==> src/rtl/flipmem_pkg.sv <==
// Package flipmem_pkg
// Shared helpers for the bit-flipping memory. Assumes DATA_W <= MAX_W.
package flipmem_pkg;

    localparam int unsigned MAX_W = 64;

    // Mask with every bit set except the flip-bit position.
    function automatic logic [MAX_W-1:0] data_mask(input int unsigned pos);
        logic [MAX_W-1:0] m;
        m = '1;
        m[pos] = 1'b0;
        return m;
    endfunction

endpackage

==> src/rtl/flip_xform.sv <==
// Module flip_xform
// Conditionally inverts all bits except the flip bit, keyed by the flip
// bit of the input word. The operation is its own inverse, so one module
// serves both the encode path and the decode path. Combinational only.
// Assumes FLIP_POS < DATA_W.
module flip_xform #(
    parameter int unsigned DATA_W   = 16,
    parameter int unsigned FLIP_POS = DATA_W - 1
) (
    input  logic [DATA_W-1:0] word_in,
    output logic [DATA_W-1:0] word_out
);
    import flipmem_pkg::*;

    localparam logic [MAX_W-1:0] FULL_MASK = data_mask(FLIP_POS);
    localparam logic [DATA_W-1:0] INV_MASK = FULL_MASK[DATA_W-1:0];

    // Apply the inversion mask only when the key bit is set.
    always_comb begin
        word_out = word_in ^ (INV_MASK & {DATA_W{word_in[FLIP_POS]}});
    end
endmodule

==> src/rtl/flip_storage.sv <==
// Module flip_storage
// Behavioural single-port array with a registered read port. A write and
// a read on the same edge return the word held before the write. Only the
// read register is reset; the array keeps its contents.
module flip_storage #(
    parameter int unsigned DATA_W = 16,
    parameter int unsigned DEPTH  = 16,
    localparam int unsigned ADDR_W = $clog2(DEPTH)
) (
    input  logic              clk,
    input  logic              rst_n,
    input  logic              wr_en,
    input  logic              rd_en,
    input  logic [ADDR_W-1:0] addr,
    input  logic [DATA_W-1:0] wr_word,
    output logic [DATA_W-1:0] rd_word
);
    logic [DATA_W-1:0] cells [DEPTH];

    // Array write port.
    always_ff @(posedge clk) begin
        if (wr_en) begin
            cells[addr] <= wr_word;
        end
    end

    // Registered read port with synchronous clear.
    always_ff @(posedge clk) begin
        if (!rst_n) begin
            rd_word <= '0;
        end else if (rd_en) begin
            rd_word <= cells[addr];
        end
    end
endmodule

==> src/rtl/flipmem_top.sv <==
// Module flipmem_top
// Memory wrapper that stores data bits inverted whenever the flip bit of
// the written word is 1. The flip bit is stored as is and keys decoding on
// read. There is no flag column. Read latency is one cycle.
// Assumes FLIP_POS < DATA_W <= 64 and DEPTH >= 2.
module flipmem_top #(
    parameter int unsigned DATA_W   = 16,
    parameter int unsigned DEPTH    = 16,
    parameter int unsigned FLIP_POS = DATA_W - 1,
    localparam int unsigned ADDR_W  = $clog2(DEPTH)
) (
    input  logic              clk,
    input  logic              rst_n,
    input  logic              wr_en,
    input  logic              rd_en,
    input  logic [ADDR_W-1:0] addr,
    input  logic [DATA_W-1:0] wr_data,
    output logic [DATA_W-1:0] rd_data,
    output logic [DATA_W-1:0] raw_dbg
);
    logic [DATA_W-1:0] enc_word;
    logic [DATA_W-1:0] raw_word;

    // Encode path: flip data bits on the way into the array.
    flip_xform #(.DATA_W(DATA_W), .FLIP_POS(FLIP_POS)) u_enc (
        .word_in  (wr_data),
        .word_out (enc_word)
    );

    // Storage array with registered read port.
    flip_storage #(.DATA_W(DATA_W), .DEPTH(DEPTH)) u_mem (
        .clk     (clk),
        .rst_n   (rst_n),
        .wr_en   (wr_en),
        .rd_en   (rd_en),
        .addr    (addr),
        .wr_word (enc_word),
        .rd_word (raw_word)
    );

    // Decode path: restore data bits keyed by the stored flip bit.
    flip_xform #(.DATA_W(DATA_W), .FLIP_POS(FLIP_POS)) u_dec (
        .word_in  (raw_word),
        .word_out (rd_data)
    );

    // Expose the raw stored word for inspection.
    always_comb begin
        raw_dbg = raw_word;
    end
endmodule

==> config.mk <==
export PLATFORM = sky130hd
export DESIGN_NAME = flipmem_top
export DESIGN_NICKNAME = d
export VERILOG_FILES = /design/src/rtl/flipmem_pkg.sv /design/src/rtl/flip_xform.sv /design/src/rtl/flip_storage.sv /design/src/rtl/flipmem_top.sv
export SDC_FILE = /design/constraint.sdc
export NUM_CORES = 1
export LEC_CHECK = 0
export ABC_AREA = 1
export ABC_CLOCK_PERIOD_IN_PS = 2750
export BUFFER_PORTS_ARGS = -buffer_cell sky130_fd_sc_hd__buf_4
export CAP_MARGIN = 20
export CORE_MARGIN = 2
export CORE_UTILIZATION = 23
export CTS_CLUSTER_SIZE = 12
export DETAILED_ROUTE_END_ITERATION = 16
export PLACE_DENSITY_LB_ADDON = 0.12
export SLEW_MARGIN = 20
export SYNTH_ARGS = -nofsm -noshare
export SYNTH_HDL_FRONTEND = slang
export SYNTH_SLANG_ARGS = --single-unit
==> constraint.sdc <==
create_clock -name clk -period 2.75 [get_ports clk]
set_input_delay 0.275 -clock clk [delete_from_list [all_inputs] [get_ports clk]]
set_output_delay 0.275 -clock clk [all_outputs]
set_load 0.05 [all_outputs]
Yosys cells after proc, flatten, opt, wreduce, memory -nomap -nowiden
Memories as Yosys holds them, arrays and structs flattened. A register that Yosys moved wholly into a read port is not among the register bits.
Cells that the tools add are included.

word-level totals
  memory bits (writable) = 256
  output and inout port bits = 32
  register bits after elaboration = 0
  memories = 1
  input port bits = 24
  logic and storage cells = 6

memories
  memory       depth  bits a word  read ports  clocked after Yosys merged registers in  wr ports  line                RTL
  u_mem.cells  16     16           1           1                                        1         flip_storage.sv:18  logic [DATA_W-1:0] cells [DEPTH];

operators by class
  reduce and logical (&&, ||, !) cells = 1
  mux-type cells = 2
  bitwise gates (word level) = 2

operators by type and width
  cell                           number
  bitwise XOR 16 x 15 -> 16 bit  2
  2-to-1 mux 1 bit               2
  zero test 1 bit                1

Longest topological paths before layout
Gate-level depths: netlist (run 1).

  word-level depth = 2
  gate-level depth with buffers = 12
  gate-level depth less buffers = 9

Hierarchy
A second synthesis (run 1) with hierarchy kept.

second synthesis, totals
  cells, all modules = 1144
  area total of the unflattened synthesis = 11643.7 um^2

modules (own cells, without submodules)
  module        times used  seq. area each (um^2)  area an instance (um^2)  cells each
  flip_storage  1           8007.7                 11068.1                  1014
  flip_xform    2           0.0                    287.8                    65

Worst setup path after synthesis (run 1)
No wires, ideal clock.

  path kind = reg-to-output
  from = reg u_mem.rd_word[15], read port of u_mem.cells
  to = out rd_data[10]
  stages on the path, launching flop included = 4
  arrival = 1.966 ns
  path buffers = 2
  setup slack = 0.509 ns
  data required time = 2.475 ns
  cells stage by stage = dfxtp_1 buf_2 buf_2 xor2_1

between the ends
  word-level cells in the longest chain between the ends = 1

ends and longest elaborated chain
  what                           line                RTL
  from (decl)                    flip_storage.sv:16  output logic [DATA_W-1:0] rd_word
  bitwise XOR 16 x 15 -> 16 bit  flip_xform.sv:20    word_out = word_in ^ (INV_MASK & {DATA_W{word_in[FLIP_POS]}});
  to (decl)                      flipmem_top.sv:18   output logic [DATA_W-1:0] rd_data,

No other way between the ends.

Worst setup path after layout (run 1)
  from = reg u_mem.rd_word[15], read port of u_mem.cells
  to = out rd_data[7]

Same word-level chain as after synthesis.

==> metrics.txt, run 1 <==
Iter 0 DRT Violations=532; crit path capture type=output pin; power per cell area=723 nW/um^2; RSZ-0062 raised after global routing=no; drt first pass iters=4; CP max stage cell=dfxtp_1; antenna cell count=0; Max FO, Critical Path=17; Worst Path Arrival=1.59 ns; antenna viol nets, final=0; Setup TNS=0 ns; share of cells above drive strength 1=15.8%; core area=48,800 um^2; first-pass GRT wire length=51.8 mm; Seq/Total Area, Yosys=70.6%; Tmin final=1.87 ns; Yosys reg bits=272; Clock Root Buffer=clkbuf_16; Startpoint Class=flop; routed len/inst=19.2 um; final hold violation count=0; Row Count=81; maximum capacitance violations=0; Leak=5.48 nW; Worst-Skew Late Latency=0.51 ns; die width=226 um; Routed WL=35.1 mm; final worst-path cycle share=67.9%; CP peak stage delay=0.37 ns; port bufs=55; Ys Warns=0; Fmax=536 MHz; status=finished, final reports clean; TritonCTS Buffers=34; routability cong.=0.741; Post-CTS Hold Fix Bufs=0; vias in the first global route=7,461; CTS H-tree depth=2; clock sinks=272; CP Buf/Inv Count=2; critical path's top delay family=buffers and inverters; Net count, final=1,164; fin. max-slew vios=0; total number of vias=7,594; initial antenna violation count=0; most common cell after layout, fill and taps aside=nand2_1; Pwr Total=0.0101 W; global route overflow=0; Crit path required time=2.48 ns; VDD IR max=0.493 mV; most frequent cells in the layout=513 x nand2_1, 256 x edfxtp_1, 108 x buf_4; largest net degree at the start of global routing=127; Synth-to-Final Area Change=22.6%; Placed Cells=1,768; Clk pin slew, worst setup/hold paths=0.06 ns; CTS max path bufs=3; cell taking the most area after synthesis=edfxtp_1; Slew @ Worst Pin=0.752 ns; Die Y=226 um; initial core utilization=23.2%; clk_skew=0.00880 ns; cell area after synthesis=11,300 um^2; GRT Total Usage=14.0%; Yosys cell types=17; WS Path Type=flop to output pin; Synth area leaders=edfxtp_1 68%, nand2_1 17%, nand3_1 3.7%; DR DRC count=0; # Post-CTS Setup Buffers=0; Detail Placement HPWL=21.2 mm; syn_nets=1,073; Top cell by count, worst path=buf_4; Slew headroom=49.8%; die area=51,100 um^2; I/O pin cnt=56; Worst Hold Class=primary input to flop; TritonCTS clock tree=yes; non-filler instance count after layout=1,828; Synth top area share=67.7%; worst path cell trace=buf_4 > xor2_1 > buf_4; Resized cells post-CTS=0; Setup violations, final=0; post-DR vias/cell=4.15; Cells after Synth=1,049; syn_area_per_cell=10.8 um^2
kinds of logic (layout without fill, tap and decap cells):
group / after synthesis / in the layout / synth area share (%)
flops: 272 / 272 / 70.6
simple gates: 664 / 664 / 23.3
compound gates: 16 / 16 / 0.706
xor+xnor: 30 / 30 / 2.32
buf+inv: 67 / 182 / 3.13
final cells by class:
type | count | area [um^2]
Clock buffer | 46 | 980
Inverter | 8 | 32.5
Multi-Input combinational cell | 710 | 3030
Sequential cell | 272 | 8010
Fill cell | 5156 | 34900
Tap cell | 664 | 831
Clock inverter | 14 | 98.8
Timing Repair Buffer | 114 | 931
through the flow:
step	utilization, %	setup slack (ns)	area, um^2	hold WS, ns
2_1_floorplan	-	0.509	11300	0.374
3_3_place_gp	26.3	0.833	12800	0.549
4_1_cts	28.5	0.840	13900	0.128
3_5_place_dp	26.3	0.811	12800	0.557
5_1_grt	28.5	0.794	13900	0.144
6_report	28.5	0.883	13900	0.150
cell usage after synthesis, drive strengths merged:
library cell	number
nand2	513
edfxtp	256
nand3	84
nor2	51
buf	50
xor2	30
dfxtp	16
nand4	16
o21ai	16
clkbuf	9
inv	8
tightest hold or removal path: stages:
cell and delay, ns:
buf_4 0.19, o21ai_0 0.10, nor2_1 0.05
layer usage:
layer / vias up / GRT usage [%] / part of all wire [%]
met2: 144 / 21.7 / 45
met3: 41 / 1.98 / 2.9
met5: - / 0 / 0
met4: 0 / 4.05 / 2.2
li1: 3703 / - / -
met1: 3706 / 20.2 / 50
flip-flops by register name, indices dropped and copies added, names as in the netlist:
name	cells
u_mem.cells	256
u_mem.rd_word	16
final timing paths:
check                 endpoint         startpoint  slack, ns  cells after the start
max                 rd_data[7]  u_mem.rd_word[15]       0.88                      3
min           u_mem.rd_word[7]              rst_n       0.15                      3
max reg2reg   u_mem.rd_word[0]  u_mem.cells[1][0]       1.47                      8
min reg2reg  u_mem.rd_word[13]  u_mem.rd_word[13]       0.56                      2
where the power goes:
part,switching (W),internal [W]
logic,0.000733,0.000271
clock network,0.00172,0.00259
registers,0.0000447,0.00469
total,0.00250,0.00755
No activity file was read; power rests on OpenSTA's default activity.
==> run 2, diff against run 1 <==
ABC_CLOCK_PERIOD_IN_PS = 1810   (was 2750)
clock period = 1.81 ns   (was 2.75 ns; I/O delays follow)
==> run 2 against run 1 <==
Effect of this change: die area stayed put; combinational power grew 69%; total power is 54% higher; critical path depth is the same; clock skew rose by 0.0079 ns; wire length increased by 1.3%; count of clock-buffer cells in the layout fell by 1; sequential power is 52% higher; setup slack worse by 0.76 ns; hold slack worse by 0.12 ns; critical path type unchanged; highest routed layer unchanged.
==> metrics.txt, run 2 (synthesized netlist as in run 1, its figures left out) <==
Routed WL=35.5 mm (was 35.1 mm); Worst-Skew Late Latency=0.52 ns (was 0.51 ns); Leak=5.73 nW (was 5.48 nW); # Post-CTS Setup Buffers=0 (unchanged); crit path capture type=output pin (unchanged); most common cell after layout, fill and taps aside=nand2_1 (unchanged); vias in the first global route=7,889 (was 7,461); final setup margin=0.128 ns (was 0.883 ns); Slew headroom=45.2% (was 49.8%); Iter 0 DRT Violations=531 (was 532); TritonCTS clock tree=yes (unchanged); final hold violation count=0 (unchanged); largest net degree at the start of global routing=48 (was 127); Fmax=595 MHz; status=finished, final reports clean (unchanged); Clock Root Buffer=clkbuf_16 (unchanged); first-pass GRT wire length=53.0 mm (was 51.8 mm); antenna viol nets, final=0 (unchanged); Max FO, Critical Path=18 (was 17); CP peak stage delay=0.34 ns (was 0.37 ns); core area=48,800 um^2 (unchanged); post-DR vias/cell=4.19 (was 4.15); clk_skew=0.0167 ns (was 0.00880 ns); DR DRC count=0 (unchanged); CTS max path bufs=3 (unchanged); Post-CTS Hold Fix Bufs=0 (unchanged); Row Count=81 (unchanged); clock sinks=272 (unchanged); total number of vias=7,804 (was 7,594); Resized cells post-CTS=0 (unchanged); share of cells above drive strength 1=19.0% (was 15.8%); drt first pass iters=5 (was 4); Pwr Total=0.0155 W (was 0.0101 W); Top Registers=u_mem.cells x256, u_mem.rd_word x16 (unchanged); max reg flops=256 (unchanged); Biggest register=u_mem.cells (unchanged); Crit path required time=1.63 ns (was 2.48 ns); Die Y=226 um (unchanged); Startpoint Class=flop (unchanged); Worst Path Arrival=1.50 ns (was 1.59 ns); initial core utilization=23.2% (unchanged); pre-CTS worst setup slack=0.0312 ns (was 0.811 ns); routed len/inst=19.1 um (was 19.2 um); most frequent cells in the layout=513 x nand2_1, 256 x edfxtp_1, 130 x buf_4 (was 513 x nand2_1, 256 x edfxtp_1, 108 x buf_4); TritonCTS Buffers=34 (unchanged); routability cong.=0.722 (was 0.741); power per cell area=1070 nW/um^2 (was 723 nW/um^2); worst path cell trace=buf_12 > xor2_1 > buf_4 (was buf_4 > xor2_1 > buf_4); Detail Placement HPWL=23.3 mm (was 21.2 mm); I/O pin cnt=56 (unchanged); antenna cell count=0 (unchanged); final worst-path cycle share=92.9%; Worst Hold Class=primary input to flop (unchanged); Setup violations, final=0 (unchanged); Clk pin slew, worst setup/hold paths=0.06 ns (about the same); die width=226 um (unchanged); CP max stage cell=dfxtp_2 (was dfxtp_1); Net count, final=1,200 (was 1,164); CTS H-tree depth=2 (unchanged); port bufs=55 (unchanged); VDD IR max=0.560 mV (was 0.493 mV); Tmin final=1.68 ns; Synth-to-Final Area Change=28.3% (was 22.6%); fin. max-slew vios=0 (unchanged); global route overflow=0 (unchanged); GRT Total Usage=14.2% (was 14.0%); DP Area=13,500 um^2 (was 12,800 um^2); die area=51,100 um^2 (unchanged); WS Path Type=flop to output pin (unchanged); filler instances=5,108 (was 5,156); Slew @ Worst Pin=0.822 ns (was 0.752 ns); maximum capacitance violations=0 (unchanged); post-route cell area=14,600 um^2 (was 13,900 um^2); initial antenna violation count=0 (unchanged); RSZ-0062 raised after global routing=no (unchanged)
[run 2: area by class of cell]
type	count	area, um^2	share of cell area, %
Clock inverter	12	101	0.696
Timing Repair Buffer	150	1380	9.45
Clock buffer	45	976	6.70
Tap cell	664	831	5.71
Sequential cell	272	8010	55.0
Inverter	8	32.5	0.223
Multi-Input combinational cell	710	3240	22.2
[run 2: worst max-delay path: cells and delay by family, from the launching register on]
family                 cells  cell delay [ns]
flip-flops                 1             0.34
XOR/XNOR                   1             0.18
buffers and inverters      2             0.47
[run 2: stage by stage]
stage	util, %	std cells	setup TNS (ns)	hold WS, ns
finish	29.8	1861	0	0.0337
global route	29.8	1861	0	0.0397
CTS	29.8	1861	0	0.0179
floorplan	-	1049	-15.65	0.280
detailed placement	27.6	1804	0	0.562
global placement	27.6	1804	-0.805	0.556
[run 2: path summary, 6_finish.rpt]
kind / start / cells past startpoint / endpoint / slack [ns]
worst max-delay path: u_mem.rd_word[15] / 3 / rd_data[2] / 0.13
worst min register to register: u_mem.rd_word[14] / 2 / u_mem.rd_word[14] / 0.58
worst max register to register: u_mem.cells[3][9] / 9 / u_mem.rd_word[9] / 0.33
worst min-delay path: rst_n / 3 / u_mem.rd_word[11] / 0.03
[run 2: per-layer routing]
| layer | wire length, um | vias up | GRT usage, % | part of all wire, % |
|---|---|---|---|---|
| met4 | 666 | 0 | 3.35 | 1.9 |
| met5 | 0 | - | 0 | 0 |
| met1 | 17700 | 3811 | 20.9 | 50 |
| met2 | 15700 | 184 | 22.0 | 44 |
| li1 | - | 3765 | - | - |
| met3 | 1420 | 44 | 1.90 | 4.0 |
[run 2: report_power, final]
| part | total, W | internal [W] | leakage [nW] | switching (W) |
|---|---|---|---|---|
| logic | 0.00169 | 0.000519 | 2.76 | 0.00117 |
| clock network | 0.00663 | 0.00404 | 0.528 | 0.00258 |
| registers | 0.00721 | 0.00713 | 2.45 | 0.0000757 |
